===== config.mk =====
export PLATFORM = sky130hd
export DESIGN_NAME = nibble_addr_unit
export DESIGN_NICKNAME = d
export VERILOG_FILES = /design/src/rtl/nibble_addr_unit.sv
export SDC_FILE = /design/constraint.sdc
export NUM_CORES = 1
export LEC_CHECK = 0
export ABC_AREA = 1
export CORE_MARGIN = 10
export CORE_UTILIZATION = 40
export CTS_CLUSTER_DIAMETER = 80
export DETAILED_ROUTE_END_ITERATION = 8
export PLACE_DENSITY = 0.63
export SLEW_MARGIN = 20
export SYNTH_ARGS = -nofsm -noshare
export SYNTH_HDL_FRONTEND = slang
export SYNTH_SLANG_ARGS = --single-unit

===== constraint.sdc =====
create_clock -name clk -period 3.5 [get_ports clk]
set_input_delay 0.7 -clock clk [delete_from_list [all_inputs] [get_ports clk]]
set_output_delay 0.7 -clock clk [all_outputs]
set_load 0.005 [all_outputs]

===== src/rtl/nibble_addr_unit.sv =====
module nibble_addr_unit #(
  parameter int PAGE_W  = 4,
  parameter int NIB_W   = 4,
  parameter int FIELD_W = 4
) (
  input  logic                        clk,
  input  logic                        rst_n,
  input  logic [1:0]                  sel,
  input  logic                        inc_en,
  input  logic                        inc_two,
  input  logic                        wr_en,
  input  logic [FIELD_W-1:0]          wr_field,
  input  logic [NIB_W-1:0]            wr_data,
  input  logic [FIELD_W-1:0]          rd_field,
  output logic [NIB_W-1:0]            rd_data,
  output logic [PAGE_W+2*NIB_W-1:0]   addr
);
  localparam int OFS_W  = 2 * NIB_W;
  localparam int ADDR_W = PAGE_W + OFS_W;

  logic [PAGE_W-1:0] xp, yp;
  logic [OFS_W-1:0]  xo, yo, sp;
  logic [NIB_W-1:0]  rp;

  wire [OFS_W-1:0] step = inc_two ? OFS_W'(2) : OFS_W'(1);
  wire wr_x  = wr_en && (wr_field <= FIELD_W'(2));
  wire wr_y  = wr_en && (wr_field >= FIELD_W'(3)) && (wr_field <= FIELD_W'(5));
  wire inc_x = inc_en && (sel == 2'd0) && !wr_x;
  wire inc_y = inc_en && (sel == 2'd1) && !wr_y;

  always_ff @(posedge clk or negedge rst_n) begin
    if (!rst_n) begin
      xp <= '0; yp <= '0; xo <= '0; yo <= '0; sp <= '0; rp <= '0;
    end else begin
      if (wr_en) begin
        case (wr_field)
          FIELD_W'(0): xp <= PAGE_W'(wr_data);
          FIELD_W'(1): xo[OFS_W-1:NIB_W] <= wr_data;
          FIELD_W'(2): xo[NIB_W-1:0] <= wr_data;
          FIELD_W'(3): yp <= PAGE_W'(wr_data);
          FIELD_W'(4): yo[OFS_W-1:NIB_W] <= wr_data;
          FIELD_W'(5): yo[NIB_W-1:0] <= wr_data;
          FIELD_W'(6): sp[OFS_W-1:NIB_W] <= wr_data;
          FIELD_W'(7): sp[NIB_W-1:0] <= wr_data;
          FIELD_W'(8): rp <= wr_data;
          default: ;
        endcase
      end
      if (inc_x) xo <= xo + step;
      if (inc_y) yo <= yo + step;
    end
  end

  always_comb begin
    rd_data = '0;
    case (rd_field)
      FIELD_W'(0): rd_data = NIB_W'(xp);
      FIELD_W'(1): rd_data = xo[OFS_W-1:NIB_W];
      FIELD_W'(2): rd_data = xo[NIB_W-1:0];
      FIELD_W'(3): rd_data = NIB_W'(yp);
      FIELD_W'(4): rd_data = yo[OFS_W-1:NIB_W];
      FIELD_W'(5): rd_data = yo[NIB_W-1:0];
      FIELD_W'(6): rd_data = sp[OFS_W-1:NIB_W];
      FIELD_W'(7): rd_data = sp[NIB_W-1:0];
      FIELD_W'(8): rd_data = rp;
      default:     rd_data = '0;
    endcase
  end

  always_comb begin
    addr = '0;
    case (sel)
      2'd0: addr = {xp, xo};
      2'd1: addr = {yp, yo};
      2'd2: addr = ADDR_W'(sp);
      2'd3: addr = ADDR_W'(rp);
      default: addr = '0;
    endcase
  end

  // an increment never disturbs the page field
  p_page_hold_r4: assert property (@(posedge clk) disable iff (!rst_n)
    (inc_en && sel == 2'd0 && !wr_en) |=> xp == $past(xp));

  // offset advances by the requested step
  p_inc_step_r3: assert property (@(posedge clk) disable iff (!rst_n)
    (inc_en && sel == 2'd1 && !wr_en) |=> yo == $past(yo) + $past(step));

  // no increment while stack or register pointer is selected
  p_no_inc_other_r9: assert property (@(posedge clk) disable iff (!rst_n)
    (inc_en && sel[1] && !wr_en) |=> ($stable(xo) && $stable(yo)));

  // a write to the incremented register wins
  p_write_wins_r10: assert property (@(posedge clk) disable iff (!rst_n)
    (inc_en && sel == 2'd0 && wr_en && wr_field == FIELD_W'(2))
    |=> xo[NIB_W-1:0] == $past(wr_data));

  // register pointer load lands on the next edge
  p_rp_load_r7: assert property (@(posedge clk) disable iff (!rst_n)
    (wr_en && wr_field == FIELD_W'(8)) |=> rp == $past(wr_data));
endmodule


==> results.txt, run 1 <==
Setup violations, final -> 0
TritonCTS Sinks -> 36
# rows -> 28
Critical Path Start -> sel[0]
CTS tree -> built
final setup TNS -> 0 ns
register area share after synthesis -> 0.354
syn nets -> 416
1st-pass router iterations -> 4
Total GRT Usage -> 0.161
period utilization -> 0.932
RD Place Congestion -> 0.936
worst reg2reg path depth -> 11
VDD IR-drop max -> 282 uV
Pleak -> 1.58 nW
Max stage delay cell, worst path -> clkdlybuf4s50_1
Worst-Margin Slew -> 0.824 ns
IO Port Bufs -> 34
DIE AREA -> 9950 um^2
Post-DRT Antenna Nets -> 0
initial antenna violation count -> 0
setup repair bufs after CTS -> 0
Initial Util -> 0.419
Hold/Removal Path Class -> reg2reg
crit path DAT -> 2.56 ns
cell mode on critical path -> clkdlybuf4s50_1
hold_buf cts -> 0
largest cells by area after synthesis -> dfrtp_1 (35%), nand2_1 (22%), inv_1 (7.8%)
largest net degree at the start of global routing -> 37
Routed WL -> 7.85 mm
Area Growth Syn to Fin -> 23.8%
Max clock buf depth -> 2
FMAX -> 0.306 GHz
H-tree depth -> 2
register bit total from synthesis -> 36
Critical R2R Capture -> yo[4]
Critical Path RT -> 2.80 ns
Resized Gates After CTS -> 0
clk_lat worst skew -> 0.30 ns
total grt overflow -> 0
Pwr per Cell Area -> 515 nW/um^2
vias in the first global route -> 2,637
CP max stage delay -> 0.58 ns
CP cell instances -> clkdlybuf4s50_1 > inv_2 > nor2_4 > inv_1 > o2111ai_1 > clkdlybuf4s50_1
clock skew -> 0.00769 ns
DR WL/cell -> 15.4 um
Die Y -> 99.7 um
drt via density -> 5.17
DRT iter0 DRCs -> 186
Critical Path Sink Type -> primary output
die width -> 99.7 um
critical path startpoint category -> input port
first-pass GRT wire length -> 13.0 mm
hold_ws -> 0.521 ns
fillers -> 619
Slew HR -> 0.447
Tmin final -> 3.26 ns
Worst-path clk slew -> 0.08 ns
Final Hold Viols -> 0
CTS buffer count -> 5
outcome -> complete, no violations
synthesized area per cell -> 6.50 um^2
critical path class -> in2out
Critical Path Sink -> addr[3]
Ys Warns -> 0
Core ar. -> 6060 um^2
mapped cell area -> 2540 um^2
worst reg-to-reg setup slack -> 1.72 ns
drt drc -> 0
Largest delay share family, worst path -> buffers and inverters
hold path cells -> 2
Top-Level Pins -> 35
nets@finish -> 458
root buf cell -> clkbuf_8
via count -> 2,634
share of Yosys cell area claimed by the top area cell type -> 0.354
ANT cells -> 0
synth unique cells -> 26
area leader, netlist -> dfrtp_1
WP depth -> 6
RSZ-0062 raised after global routing -> no
r2r startpoint -> yo[0]
Crit Path Max Fanout -> 8
max_cap viols -> 0
hpwl dp -> 6.17 mm
Synth Instances -> 391
CP bufs+invs -> 4
layout cell share with drive strength beyond 1 -> 0.0622
Slew Limit Fails -> 0
==> how the worst min path moves through the flow <==
stage / from / end / slack (ns)
floorplan: rst_n / rp[0] / 0.40
global placement: yp[2] / yp[2] / 0.50
detailed placement: yp[2] / yp[2] / 0.50
CTS: yp[2] / yp[2] / 0.52
global route: yp[2] / yp[2] / 0.56
finish: yp[2] / yp[2] / 0.52
==> placed cells by master, fill, tap and decap left out <==
master / count
clkbuf_8: 5
ha_1: 4
a22o_1: 4
o2111ai_1: 4
buf_4: 2
nor2_1: 41
nand4_1: 2
inv_1: 53
o221ai_1: 4
xnor2_1: 1
clkdlybuf4s50_1: 34
fa_1: 2
o22ai_1: 7
nor2_4: 1
nor2_2: 1
or2_2: 1
nor3_1: 1
bufinv_16: 3
o211ai_1: 1
dfrtp_1: 36
nand2_1: 147
xor2_1: 1
inv_2: 2
clkinv_2: 4
nand2_4: 5
a21oi_1: 6
nand2_2: 3
o21ai_0: 27
nand3_1: 32
==> worst min-delay path, stage by stage (launching register included) <==
cell,delay [ns]
dfrtp_1,0.37
nand2_1,0.05
o21ai_0,0.06
==> through the flow <==
stage | cells | cell area, um^2 | power (W) | worst slack (ns) | util
floorplan | 391 | 2540 | 0.000874 | 1.40 | -
global placement | 501 | 2990 | 0.00109 | 0.289 | 0.493
detailed placement | 501 | 2990 | 0.00109 | 0.275 | 0.493
CTS | 509 | 3150 | 0.00162 | 0.269 | 0.519
global route | 509 | 3150 | 0.00171 | 0.0322 | 0.519
finish | 509 | 3150 | 0.00162 | 0.237 | 0.519
==> report_power, final <==
part	internal, W	switching, W	leakage [nW]	total, W
Clock	0.000357	0.000174	0.0784	0.000531
Sequential	0.000515	0.000122	0.447	0.000637
Combinational	0.000200	0.000251	1.05	0.000451
Total	0.00107	0.000548	1.58	0.00162
==> sequential cells by signal, summed over array words and instances, names as in the netlist <==
register  flops
yp            4
xo            8
xp            4
yo            8
sp            8
rp            4
==> cell families after synthesis <==
family	synth area share
AO/OA/AOI/OAI	0.126
XOR/XNOR	0.00689
adder cells (fa/ha/maj)	0.0354
buffers and inverters	0.0906
flip-flops	0.354
AND/OR/NAND/NOR	0.386
==> layer usage <==
metal | GRT usage | vias up | routed length (um)
met1 | 0.202 | 1221 | 3720
met5 | 0 | - | 0
li1 | - | 1333 | -
met4 | 0.0562 | 0 | 136
met2 | 0.260 | 66 | 3580
met3 | 0.0422 | 14 | 413
==> final cells by class <==
class                   count  area [um^2]  share of cell area
flip-flops and latches     36          901               0.286
well taps                  75         93.8              0.0298
inverters                  59          226              0.0720
repair buffers             36          355               0.113
clock inverters             3         90.1              0.0286
multi-input cells         295         1410               0.449
clock buffers               5         68.8              0.0219
==> cells in the mapped netlist (all sizes together) <==
library cell and count:
o2111ai 4, xnor2 1, nand3 32, o211ai 1, o22ai 7, o21ai 27, o221ai 4, a21oi 6
nand4 2, nor3 1, fa 2, clkbuf 1, xor2 1, nor2 43, ha 4, a22o 4
dfrtp 36, nand2 155, clkinv 4, or2 1, inv 55
Note: power is estimated with default switching activity, not from simulation.
==> run 2: changes to the inputs <==
--- a/config.mk
+++ b/config.mk
@@ -6,11 +6,14 @@
 export NUM_CORES = 1
 export LEC_CHECK = 0
 export ABC_AREA = 1
+export ABC_CLOCK_PERIOD_IN_PS = 3500
 export CORE_MARGIN = 10
 export CORE_UTILIZATION = 40
+export CTS_BUF_LIST = sky130_fd_sc_hd__clkbuf_4
 export CTS_CLUSTER_DIAMETER = 80
 export DETAILED_ROUTE_END_ITERATION = 8
 export PLACE_DENSITY = 0.63
+export SKIP_LAST_GASP = 1
 export SLEW_MARGIN = 20
 export SYNTH_ARGS = -nofsm -noshare
 export SYNTH_HDL_FRONTEND = slang
==> run 2 against run 1 <==
Against the previous run:
- global-route usage is essentially flat
- clock power fell by 14%
- sequential power is essentially flat
- final area decreased by 0.99%
- routed wire length is 0.24% lower
- utilization down 0.52 points
- hold slack better by 0.0093 ns
- clock skew down 0.0030 ns
- sequential share of layout area is 0.29 points higher
- combinational power hardly changed
- worst setup slack better by 0.036 ns
- largest cell class unchanged
==> results.txt, run 2 (synthesized netlist as in run 1, its figures left out) <==
CTS buffer count -> 5
drt via density -> 5.12
drt drc -> 0
outcome -> complete, no violations
Initial Util -> 0.419
Setup violations, final -> 0
1st-pass router iterations -> 5
setup repair bufs after CTS -> 0
FMAX -> 0.310 GHz
TritonCTS Sinks -> 36
Die Y -> 99.7 um
HP Start -> yp[2]
root buf cell -> clkbuf_4
clk_lat worst skew -> 0.36 ns
Worst-path clk slew -> 0.12 ns
ANT cells -> 0
hpwl dp -> 6.17 mm
initial antenna violation count -> 0
H-tree depth -> 2
Slew Limit Fails -> 0
RD Place Congestion -> 0.936
Tmin final -> 3.23 ns
r2r startpoint -> xo[0]
final setup TNS -> 0 ns
largest net degree at the start of global routing -> 37
Worst-Margin Slew -> 0.843 ns
layout cell share with drive strength beyond 1 -> 0.0622
Pleak -> 1.57 nW
Routed WL -> 7.83 mm
commonest non-fill, non-tap cells in the layout -> nand2_1 (147), inv_1 (53), nor2_1 (41)
via count -> 2,607
Hold/Removal Path Class -> reg2reg
Critical Path RT -> 2.80 ns
Tot Pwr -> 0.00154 W
DIE AREA -> 9950 um^2
Pwr per Cell Area -> 496 nW/um^2
Total GRT Usage -> 0.161
hold_buf cts -> 0
# rows -> 28
vias in the first global route -> 2,624
commonest non-fill, non-tap cell in the layout -> nand2_1
Core ar. -> 6060 um^2
DRT iter0 DRCs -> 172
VDD IR-drop max -> 421 uV
crit path DAT -> 2.53 ns
CTS tree -> built
IO Port Bufs -> 34
die width -> 99.7 um
period utilization -> 0.922
Post-DRT Antenna Nets -> 0
Area Growth Syn to Fin -> 22.5%
critical path class -> in2out
Slew HR -> 0.434
nets@finish -> 458
Top-Level Pins -> 35
Critical Path Sink Type -> primary output
RSZ-0062 raised after global routing -> no
DR WL/cell -> 15.4 um
Critical Path Start -> sel[0]
Resized Gates After CTS -> 0
clock skew -> 0.00470 ns
max_cap viols -> 0
Max clock buf depth -> 2
biggest regs -> sp: 8 flops, xo: 8 flops, yo: 8 flops
first-pass GRT wire length -> 13.0 mm
Crit Path Max Fanout -> 8
critical path startpoint category -> input port
total grt overflow -> 0
Final Hold Viols -> 0
[run 2: per-stage QoR]
stage / hold WS (ns) / std cells / worst slack [ns] / cell area, um^2 / util
after floorplan: 0.404 / 391 / 1.40 / 2540 / -
after global placement: 0.498 / 501 / 0.289 / 2990 / 0.493
after detailed placement: 0.502 / 501 / 0.275 / 2990 / 0.493
after CTS: 0.533 / 509 / 0.269 / 3120 / 0.514
after global routing: 0.571 / 509 / 0.0322 / 3120 / 0.514
final: 0.531 / 509 / 0.273 / 3120 / 0.514
[run 2: final timing paths]
check	cells past startpoint	slack, ns	to
min in group asynchronous	2	0.74	xp[3]
max	6	0.27	addr[3]
min reg2reg	2	0.53	yp[2]
max reg2reg	9	1.70	xo[4]
min	2	0.53	yp[2]
max in group asynchronous	2	2.41	xo[0]
[run 2: area by class of cell]
class | instances | area (um^2)
tap | 75 | 93.8
timing repair buffer | 36 | 355
clock buffer | 5 | 37.5
multi-input combinational | 295 | 1410
fill | 621 | 2950
inverter | 59 | 226
sequential | 36 | 901
clock inverter | 3 | 90.1
[run 2: worst max-delay path, stage by stage]
cell	delay, ns
clkdlybuf4s50_1	0.58
inv_2	0.09
nor2_4	0.16
inv_1	0.17
o2111ai_1	0.27
clkdlybuf4s50_1	0.56
[run 2: metal layers]
| layer | vias up | GRT usage | share of wire |
|---|---|---|---|
| met5 | - | 0 | 0 |
| met4 | 0 | 0.0518 | 0.015 |
| met3 | 10 | 0.0450 | 0.064 |
| met2 | 64 | 0.261 | 0.46 |
| met1 | 1205 | 0.200 | 0.46 |
| li1 | 1328 | - | - |
[run 2: where the power goes]
group / internal (W) / total, W / leakage, nW / switching [W]
Clock: 0.000294 / 0.000457 / 0.0654 / 0.000163
Sequential: 0.000515 / 0.000637 / 0.447 / 0.000122
Combinational: 0.000200 / 0.000451 / 1.05 / 0.000251
Total: 0.00101 / 0.00154 / 1.57 / 0.000536
